[src/rtl/dtim_pkg.sv]
package dtim_pkg;
  localparam int DATA_W = 8;
  localparam int CNT_W  = 2 * DATA_W;
  localparam int NTIM   = 2;
  localparam int ADDR_W = 3;

  localparam logic [ADDR_W-1:0] RA_A_LO = 3'd0;
  localparam logic [ADDR_W-1:0] RA_A_HI = 3'd1;
  localparam logic [ADDR_W-1:0] RA_B_LO = 3'd2;
  localparam logic [ADDR_W-1:0] RA_B_HI = 3'd3;
  localparam logic [ADDR_W-1:0] RA_CTLA = 3'd4;
  localparam logic [ADDR_W-1:0] RA_CTLB = 3'd5;
  localparam logic [ADDR_W-1:0] RA_STAT = 3'd6;
  localparam logic [ADDR_W-1:0] RA_MASK = 3'd7;

  localparam int CB_RUN   = 0;
  localparam int CB_ONESH = 3;
  localparam int CB_FORCE = 4;
  localparam int CB_CASC  = 6;
endpackage

[src/rtl/dtim_counter.sv]
module dtim_counter
  import dtim_pkg::*;
(
  input  logic              clk_i,
  input  logic              rst_ni,
  input  logic              tick_i,
  input  logic              zero_mode_i,
  input  logic              lo_wr_i,
  input  logic              hi_wr_i,
  input  logic [DATA_W-1:0] byte_i,
  input  logic              ctl_wr_i,
  input  logic              start_i,
  input  logic              oneshot_i,
  input  logic              force_i,
  output logic [CNT_W-1:0]  cnt_o,
  output logic              run_o,
  output logic              oneshot_o,
  output logic              uf_o
);
  logic [CNT_W-1:0] cnt_q, lat_q;
  logic run_q, os_q, at_end, ld_now;

  // zero mode: reload after showing 0; clock mode: reload after showing 1
  assign at_end = zero_mode_i ? (cnt_q == '0) : (cnt_q <= CNT_W'(1));
  assign ld_now = ctl_wr_i & force_i;
  assign uf_o   = run_q & tick_i & at_end & ~ld_now;

  always_ff @(posedge clk_i or negedge rst_ni) begin
    if (!rst_ni) begin
      lat_q <= '1;
    end else if (lo_wr_i) begin
      lat_q[DATA_W-1:0] <= byte_i;
    end else if (hi_wr_i) begin
      lat_q[CNT_W-1:DATA_W] <= byte_i;
    end
  end

  always_ff @(posedge clk_i or negedge rst_ni) begin
    if (!rst_ni) begin
      cnt_q <= '1;
    end else if (ld_now) begin
      cnt_q <= lat_q;
    end else if (hi_wr_i && !run_q) begin
      cnt_q <= {byte_i, lat_q[DATA_W-1:0]};
    end else if (uf_o) begin
      cnt_q <= lat_q;
    end else if (run_q && tick_i) begin
      cnt_q <= cnt_q - CNT_W'(1);
    end
  end

  always_ff @(posedge clk_i or negedge rst_ni) begin
    if (!rst_ni) begin
      run_q <= 1'b0;
      os_q  <= 1'b0;
    end else if (ctl_wr_i) begin
      run_q <= start_i;
      os_q  <= oneshot_i;
    end else if (uf_o && os_q) begin
      run_q <= 1'b0;
    end
  end

  assign cnt_o     = cnt_q;
  assign run_o     = run_q;
  assign oneshot_o = os_q;
endmodule

[src/rtl/dtim_delay.sv]
module dtim_delay #(
  parameter int DEPTH = 3
) (
  input  logic clk_i,
  input  logic rst_ni,
  input  logic d_i,
  output logic q_o
);
  logic [DEPTH-1:0] stg_q;

  for (genvar g = 0; g < DEPTH; g++) begin : g_stage
    if (g == 0) begin : g_head
      always_ff @(posedge clk_i or negedge rst_ni) begin
        if (!rst_ni) stg_q[g] <= 1'b0;
        else         stg_q[g] <= d_i;
      end
    end else begin : g_tail
      always_ff @(posedge clk_i or negedge rst_ni) begin
        if (!rst_ni) stg_q[g] <= 1'b0;
        else         stg_q[g] <= stg_q[g-1];
      end
    end
  end

  assign q_o = stg_q[DEPTH-1];
endmodule

[src/rtl/dtim_irq.sv]
module dtim_irq
  import dtim_pkg::*;
(
  input  logic            clk_i,
  input  logic            rst_ni,
  input  logic [NTIM-1:0] uf_i,
  input  logic            rd_clr_i,
  input  logic            mask_wr_i,
  input  logic [NTIM-1:0] mask_i,
  output logic [NTIM-1:0] flags_o,
  output logic [NTIM-1:0] mask_o,
  output logic            irq_o
);
  logic [NTIM-1:0] flags_q, mask_q;

  always_ff @(posedge clk_i or negedge rst_ni) begin
    if (!rst_ni) begin
      flags_q <= '0;
      mask_q  <= '0;
    end else begin
      // a new underflow beats the clearing read
      flags_q <= (rd_clr_i ? '0 : flags_q) | uf_i;
      if (mask_wr_i) mask_q <= mask_i;
    end
  end

  assign flags_o = flags_q;
  assign mask_o  = mask_q;
  assign irq_o   = |(flags_q & mask_q);
endmodule

[src/rtl/dual_timer.sv]
module dual_timer
  import dtim_pkg::*;
#(
  parameter int CASC_DLY   = 3,
  parameter bit PHASE_LATE = 1'b0
) (
  input  logic              clk_i,
  input  logic              rst_ni,
  input  logic [ADDR_W-1:0] addr_i,
  input  logic              wr_en_i,
  input  logic              rd_en_i,
  input  logic [DATA_W-1:0] wdata_i,
  output logic [DATA_W-1:0] rdata_o,
  output logic              irq_o
);
  localparam int PIPE_DEPTH = CASC_DLY + int'(PHASE_LATE);

  logic [CNT_W-1:0] cnt_a, cnt_b;
  logic run_a, run_b, os_a, os_b, uf_a, uf_b;
  logic casc_q, pipe_out, tick_b;
  logic [NTIM-1:0] flags, mask;

  always_ff @(posedge clk_i or negedge rst_ni) begin
    if (!rst_ni)                             casc_q <= 1'b0;
    else if (wr_en_i && addr_i == RA_CTLB)   casc_q <= wdata_i[CB_CASC];
  end

  dtim_counter u_tim_a (
    .clk_i(clk_i), .rst_ni(rst_ni), .tick_i(1'b1), .zero_mode_i(1'b0),
    .lo_wr_i(wr_en_i && addr_i == RA_A_LO), .hi_wr_i(wr_en_i && addr_i == RA_A_HI),
    .byte_i(wdata_i), .ctl_wr_i(wr_en_i && addr_i == RA_CTLA),
    .start_i(wdata_i[CB_RUN]), .oneshot_i(wdata_i[CB_ONESH]), .force_i(wdata_i[CB_FORCE]),
    .cnt_o(cnt_a), .run_o(run_a), .oneshot_o(os_a), .uf_o(uf_a)
  );

  dtim_delay #(.DEPTH(PIPE_DEPTH)) u_casc_dly (
    .clk_i(clk_i), .rst_ni(rst_ni), .d_i(uf_a), .q_o(pipe_out)
  );

  assign tick_b = casc_q ? pipe_out : 1'b1;

  dtim_counter u_tim_b (
    .clk_i(clk_i), .rst_ni(rst_ni), .tick_i(tick_b), .zero_mode_i(casc_q),
    .lo_wr_i(wr_en_i && addr_i == RA_B_LO), .hi_wr_i(wr_en_i && addr_i == RA_B_HI),
    .byte_i(wdata_i), .ctl_wr_i(wr_en_i && addr_i == RA_CTLB),
    .start_i(wdata_i[CB_RUN]), .oneshot_i(wdata_i[CB_ONESH]), .force_i(wdata_i[CB_FORCE]),
    .cnt_o(cnt_b), .run_o(run_b), .oneshot_o(os_b), .uf_o(uf_b)
  );

  dtim_irq u_irq (
    .clk_i(clk_i), .rst_ni(rst_ni), .uf_i({uf_b, uf_a}),
    .rd_clr_i(rd_en_i && addr_i == RA_STAT),
    .mask_wr_i(wr_en_i && addr_i == RA_MASK), .mask_i(wdata_i[NTIM-1:0]),
    .flags_o(flags), .mask_o(mask), .irq_o(irq_o)
  );

  always_comb begin
    rdata_o = '0;
    unique case (addr_i)
      RA_A_LO: rdata_o = cnt_a[DATA_W-1:0];
      RA_A_HI: rdata_o = cnt_a[CNT_W-1:DATA_W];
      RA_B_LO: rdata_o = cnt_b[DATA_W-1:0];
      RA_B_HI: rdata_o = cnt_b[CNT_W-1:DATA_W];
      RA_CTLA: begin
        rdata_o[CB_RUN]   = run_a;
        rdata_o[CB_ONESH] = os_a;
      end
      RA_CTLB: begin
        rdata_o[CB_RUN]   = run_b;
        rdata_o[CB_ONESH] = os_b;
        rdata_o[CB_CASC]  = casc_q;
      end
      RA_STAT: begin
        rdata_o[NTIM-1:0]   = flags;
        rdata_o[DATA_W-1]   = |(flags & mask);
      end
      RA_MASK: rdata_o[NTIM-1:0] = mask;
      default: rdata_o = '0;
    endcase
  end
endmodule

[config.mk]
export PLATFORM = sky130hd
export DESIGN_NAME = dual_timer
export DESIGN_NICKNAME = d
export VERILOG_FILES = /design/src/rtl/dtim_pkg.sv /design/src/rtl/dtim_counter.sv /design/src/rtl/dtim_delay.sv /design/src/rtl/dtim_irq.sv /design/src/rtl/dual_timer.sv
export SDC_FILE = /design/constraint.sdc
export NUM_CORES = 1
export LEC_CHECK = 0
export ABC_AREA = 1
export ABC_CLOCK_PERIOD_IN_PS = 3570
export BUFFER_PORTS_ARGS = -buffer_cell sky130_fd_sc_hd__clkbuf_2
export CAP_MARGIN = 10
export CORE_UTILIZATION = 38
export CTS_CLUSTER_DIAMETER = 100
export CTS_CLUSTER_SIZE = 8
export DETAILED_ROUTE_END_ITERATION = 6
export GPL_TIMING_DRIVEN = 0
export PLACE_DENSITY = 0.59
export REMOVE_ABC_BUFFERS = 1
export SKIP_CTS_REPAIR_TIMING = 1
export SLEW_MARGIN = 15
export SYNTH_ARGS = -nofsm -noshare
export SYNTH_HDL_FRONTEND = slang
export SYNTH_SLANG_ARGS = --single-unit
export TNS_END_PERCENT = 5
[constraint.sdc]
create_clock -name clk_i -period 3.57 [get_ports clk_i]
set_input_delay 0.357 -clock clk_i [delete_from_list [all_inputs] [get_ports clk_i]]
set_output_delay 0.357 -clock clk_i [all_outputs]
set_load 0.05 [all_outputs]
## Yosys cells after proc, flatten, opt, wreduce, memory -nomap -nowiden

Index checks and enable logic that the tools add are counted.
W data, S select, Z words.

- Input port bits: 15
- Output and inout bits: 9
- Memory bits (writable): 0
- Flip-flop bits (word level): 76
- Latch bits: 0
- Memory bits (read-only): 0
- Word-level logic and storage cells: 86
- Memories: 0

- Bitwise operators: 13
- Shifts and indexed selects: 0
- Equality and inequality tests: 7
- Muxes and demuxes: 22
- Reductions and logical operators: 24
- Multipliers: 0
- $add $sub $neg: 2
- Div/mod/pow operators: 0
- Magnitude comparators: 2

Operator list:

| kind | count |
|---|---|
| $mux W16 | 8 |
| $le A16 B1 Y1 const B | 2 |
| $sub A16 B1 Y16 const B | 2 |
| $logic_not A16 Y1 | 1 |
| $logic_and A1 B1 Y1 | 13 |
| $eq A3 B3 Y1 const B | 4 |
| $pmux W1 S6 | 2 |
| $pmux W1 S5 | 2 |
| $pmux W1 S8 | 1 |
| $pmux W2 S4 | 1 |
| $reduce_bool A4 Y1 | 2 |
| $and A1 B1 Y1 | 7 |
| $eq A3 B2 Y1 const B | 2 |
| $mux W1 | 6 |
| $not A1 Y1 | 4 |
| $pmux W1 S4 | 1 |
| $reduce_and A2 Y1 | 2 |
| $reduce_bool A2 Y1 | 2 |
| $eq A3 B1 Y1 const B | 1 |
| $logic_not A3 Y1 | 1 |
| $and A2 B2 Y2 | 1 |
| $logic_not A1 Y1 | 2 |
| $mux W2 | 1 |
| $or A2 B2 Y2 | 1 |
| $reduce_or A2 Y1 | 1 |

## Longest topological paths before layout

- Depth after elaboration: 8
- Depth in mapped cells: 13
- Depth with buffers taken out: 12

## Modules after synthesis

A second synthesis with hierarchy kept.

- Cells, all modules: 729
- Area total of the unflattened synthesis: 5512.8 um2

Modules (own cells, without submodules):

| module | area each (um2) | cells an instance | seq. area each (um2) | instances |
|---|---|---|---|---|
| dtim_counter | 2323.5 | 295 | 890.9 | 2 |
| dual_timer | 626.9 | 115 | 25.0 | 1 |
| dtim_irq | 163.9 | 21 | 100.1 | 1 |
| dtim_delay | 75.1 | 3 | 75.1 | 1 |

## Worst setup path after synthesis

OpenSTA, ideal clock, no wires.

- Kind: reg2out
- From: register u_irq.flags_q[0], in the netlist u_irq.flags_o[0]
- To: output port rdata_o[7]
- Cell stages (with the launch flop): 5
- Buffers on the path: 0
- Path slack: 0.927 ns
- Arrival time: 2.286 ns
- Cell sequence: dfrtp_1 -> inv_1 -> o21ai_0 -> a221oi_1 -> o21ai_0

- Cells in the longest elaborated chain, start to end: 3

Ends and longest elaborated chain:

| what | line | text |
|---|---|---|
| from (decl) | dtim_irq.sv:14 | `logic [NTIM-1:0] flags_q, mask_q;` |
| from (signal assigned) | dtim_irq.sv:22 | `flags_q <= (rd_clr_i ? '0 : flags_q) \| uf_i;` |
| $and A2 B2 Y2 | n/a |  |
| $reduce_or A2 Y1 | n/a |  |
| via irq_o | dual_timer.sv:14 | `output logic irq_o` |
| $pmux W1 S5 | dual_timer.sv:59 | `unique case (addr_i)` |
| to (decl) | dual_timer.sv:13 | `output logic [DATA_W-1:0] rdata_o,` |

The timed path passes the listed nets, and every way through them passes these cells.

## Worst setup path in the final report

- From: input port addr_i[0]
- To: output port rdata_o[7]

- Cells in the longest elaborated chain, start to end: 2
- Elaborated cells on any way between the ends: 6

Ends and longest elaborated chain:

| what | line | text |
|---|---|---|
| from (decl) | dual_timer.sv:9 | `input logic [ADDR_W-1:0] addr_i,` |
| $eq A3 B3 Y1 (tied with other cells) | dual_timer.sv:59 |  |
| $pmux W1 S5 * | dual_timer.sv:59 |  |

Every way passes the cells marked *; elsewhere a longest branch is shown, timed or not.

==> reports/metrics.cfg <==
[run_status]
status = finished with violations
violations = design-rule violations, negative hold slack

[floorplanning]
die_w_um = 112
die_area_um2 = 12600
coreArea_um2 = 11600
rows = 39
start_util_pct = 39.7
die_y_um = 112
ios = 24

[detailed_routing]
post_drt_wl_per_cell_um = 16.0
routed_wl_mm = 12.8
antenna_left = 0
via_per_inst = 5.19
drc = 2
first_pass_iters = 7
num_vias = 4154
drt_iter0_drc = 268

[cts]
cts_htree_levels = 3
clk_latency_ps = 340
cts_tree = built
cts_buffer_depth = 2
numCtsBuffers = 9
path_clk_slew_ps = 60
clock-sinks = 76
clockRootBuffer = clkbuf_16

[power_and_ir_drop]
peakVddDrop_mv = 0.208
leakagePower_nw = 2.46
p_per_area_nw_per_um2 = 717

[final_layout]
finish.utilization_pct = 44.2
final_nets = 674
drive_above_1_share_pct = 19.0
fillCellCount = 1188
area_growth_pct = 11.4
antenna_cells = 0

[global_routing]
met1_usage_pct = 31.2
grtUsageMet3_pct = 3.46
globalRouteOverflowTotal = 0
grt_pass1_wl_mm = 21.1
grt_pass1_vias = 3939
use_met2_pct = 32.9
antenna_found_initial = 0
grt_max_degree = 49
grt_usage_pct = 21.8
top_usage_layer = met2

[synthesis]
synthCells = 630
synth_seq_cells = 76
synth_top_family_by_area = simple AND/OR/NAND/NOR gates
synth_warnings = 0
synth_area_um2 = 4610
async_flop_share_pct = 100
synth_xor_xnor_area_share_pct = 3.80
synth_cell_types = 39
synth_edf_count = 0
synth_simple_gate_area_share_pct = 28.2
muxShareOfSynthArea_pct = 0
synth_fa_ha_area_share_pct = 1.36
seq_area_frac_synth_pct = 43.0
ys.flop_type = dfstp_2
avgSynthCellArea_um2 = 7.32
synth_compound_area_share_pct = 14.4

[place]
place_hpwl_mm = 9.53
place.gp.congestion = 0.888
portBuffers = 23

[setup_path]
critical_path_buf_inv_count = 3
max_stage_delay_ps = 320
reg2reg_from = u_tim_a.cnt_o[0]
cpMaxStageDelayCell = clkbuf_2
timing.rr.end = u_tim_a.cnt_o[13]
cp_max_fo = 7
reg2reg_depth = 9
path_cells = clkbuf_2, nor2_1, nand2_1, inv_1, nand2_1, o21ai_0, a221oi_1, o21ai_0, clkbuf_2
worst-setup-path-type = in2out
worstPathArrival_ps = 1930
rrSetupSlack_ps = 1340
critPathTopFamily = simple AND/OR/NAND/NOR gates
cp-end-kind = primary output
critPathRequiredTime_ps = 3210
crit_path_start_kind = input port

[min_path]
hold_class = in2async

[sta]
period_share_pct = 64.1
setup_tns_ps = 0
skew_ps = 4.00
finalCriticalPeriod_ps = 2290
fmax_mhz = 437
fin_hold_ws_ps = -16.3
rsz0062_at_grt = no
tightest_slew_ps = 839
hold_viol = 9
drv_slew = 0
setup_viol = 0
max_slew_margin_pct = 44.0

[run]
cap_violations = 0

## per-stage QoR
| step | worst slack (ps) | instances | hold slack, ps | cell area (um2) | power, W |
|---|---|---|---|---|---|
| detailed placement | 1010 | 786 | 340 | 4870 | 0.00282 |
| finish | 1280 | 801 | -16.3 | 5140 | 0.00368 |
| floorplan | 927 | 619 | 61.4 | 4540 | 0.00243 |
| global route | 1100 | 801 | 16.8 | 5140 | 0.00396 |
| CTS | 1280 | 801 | 1.09 | 5140 | 0.00369 |
| global placement | 473 | 785 | 335 | 4830 | 0.00279 |
## where the power goes
part	internal (W)	switching (W)	leakage, nW
registers	0.00129	0.000282	0.827
logic	0.000423	0.000832	1.50
clock network	0.000503	0.000353	0.135
## synth_stat cells (all sizes together), types with 2 or more instances
master | number | area share, %
nand2 | 173 | 15
inv | 94 | 7.7
nor2 | 88 | 8.2
o21ai | 74 | 8.0
dfstp | 64 | 36
nand3 | 28 | 3.3
a21oi | 24 | 2.6
xor2 | 18 | 3.4
dfrtp | 12 | 6.5
buf | 8 | 1.3
nand4 | 7 | 1.4
o221ai | 6 | 1.1
a22oi | 5 | 0.81
ha | 5 | 1.4
nor3 | 4 | 0.43
o22ai | 4 | 0.54
clkbuf | 3 | 0.24
a221oi | 2 | 0.38
nor4 | 2 | 0.27
xnor2 | 2 | 0.38
## layout by cell type (no fill, tap or decap), drive strengths merged, types with 2 or more instances in the layout
cell    instances
nand2         173
inv            94
nor2           88
o21ai          74
dfstp          64
clkbuf         36
nand3          28
a21oi          24
xor2           18
dfrtp          12
nand4           7
o221ai          6
a22oi           5
ha              5
nor3            4
o22ai           4
clkinv          3
a221oi          2
nor4            2
xnor2           2
## registers in the layout (all words and copies together) (netlist names)
signal,flops
casc_q,1
u_casc_dly.q_o,1
u_casc_dly.stg_q,2
u_irq.flags_o,2
u_irq.mask_o,2
u_tim_a.cnt_o,16
u_tim_a.lat_q,16
u_tim_a.oneshot_o,1
u_tim_a.run_o,1
u_tim_b.cnt_o,16
u_tim_b.lat_q,16
u_tim_b.oneshot_o,1
u_tim_b.run_o,1
## routing by layer
metal | part of all wire, % | vias up
met2 | 44 | 122
li1 | - | 2060
met4 | 1.9 | 0
met3 | 5.9 | 19
met1 | 48 | 1953
met5 | 0 | -
## area by class of cell
type,count,area (um2),share of cell area [%]
clock buffer,13,260,5.07
clock inverter,2,10.0,0.195
inverter,95,358,6.97
multi-input combinational,448,2200,42.9
sequential,76,1980,38.6
tap,143,179,3.48
timing repair buffer,24,145,2.83
## worst max path at each step
stage	cells past startpoint	start	to	slack, ps
after floorplan	4	u_irq.flags_o[0]	rdata_o[7]	930
after global placement	9	addr_i[2]	u_tim_b.cnt_o[8]	470
after detailed placement	9	addr_i[2]	u_tim_b.cnt_o[8]	1010
after CTS	7	addr_i[2]	rdata_o[6]	1280
after global routing	9	addr_i[2]	u_tim_b.cnt_o[8]	1100
final	9	addr_i[0]	rdata_o[7]	1280
## worst register-to-register path, stage by stage, from the launching register on
cell and delay, ps:
dfstp_2 550, inv_1 80, ha_1 250, nand2_1 100, nand2_1 70, nand4_1 170, nand3_2 320, inv_1 340
nand3_1 110, a21oi_1 150
## logic make-up after synthesis
group | after synthesis
AO/OA/AOI/OAI | 120
XOR/XNOR | 20
adder cells (fa/ha/maj) | 5
buffers and inverters | 106
flip-flops | 76
AND/OR/NAND/NOR | 303
(Power assumes the default switching activity.)
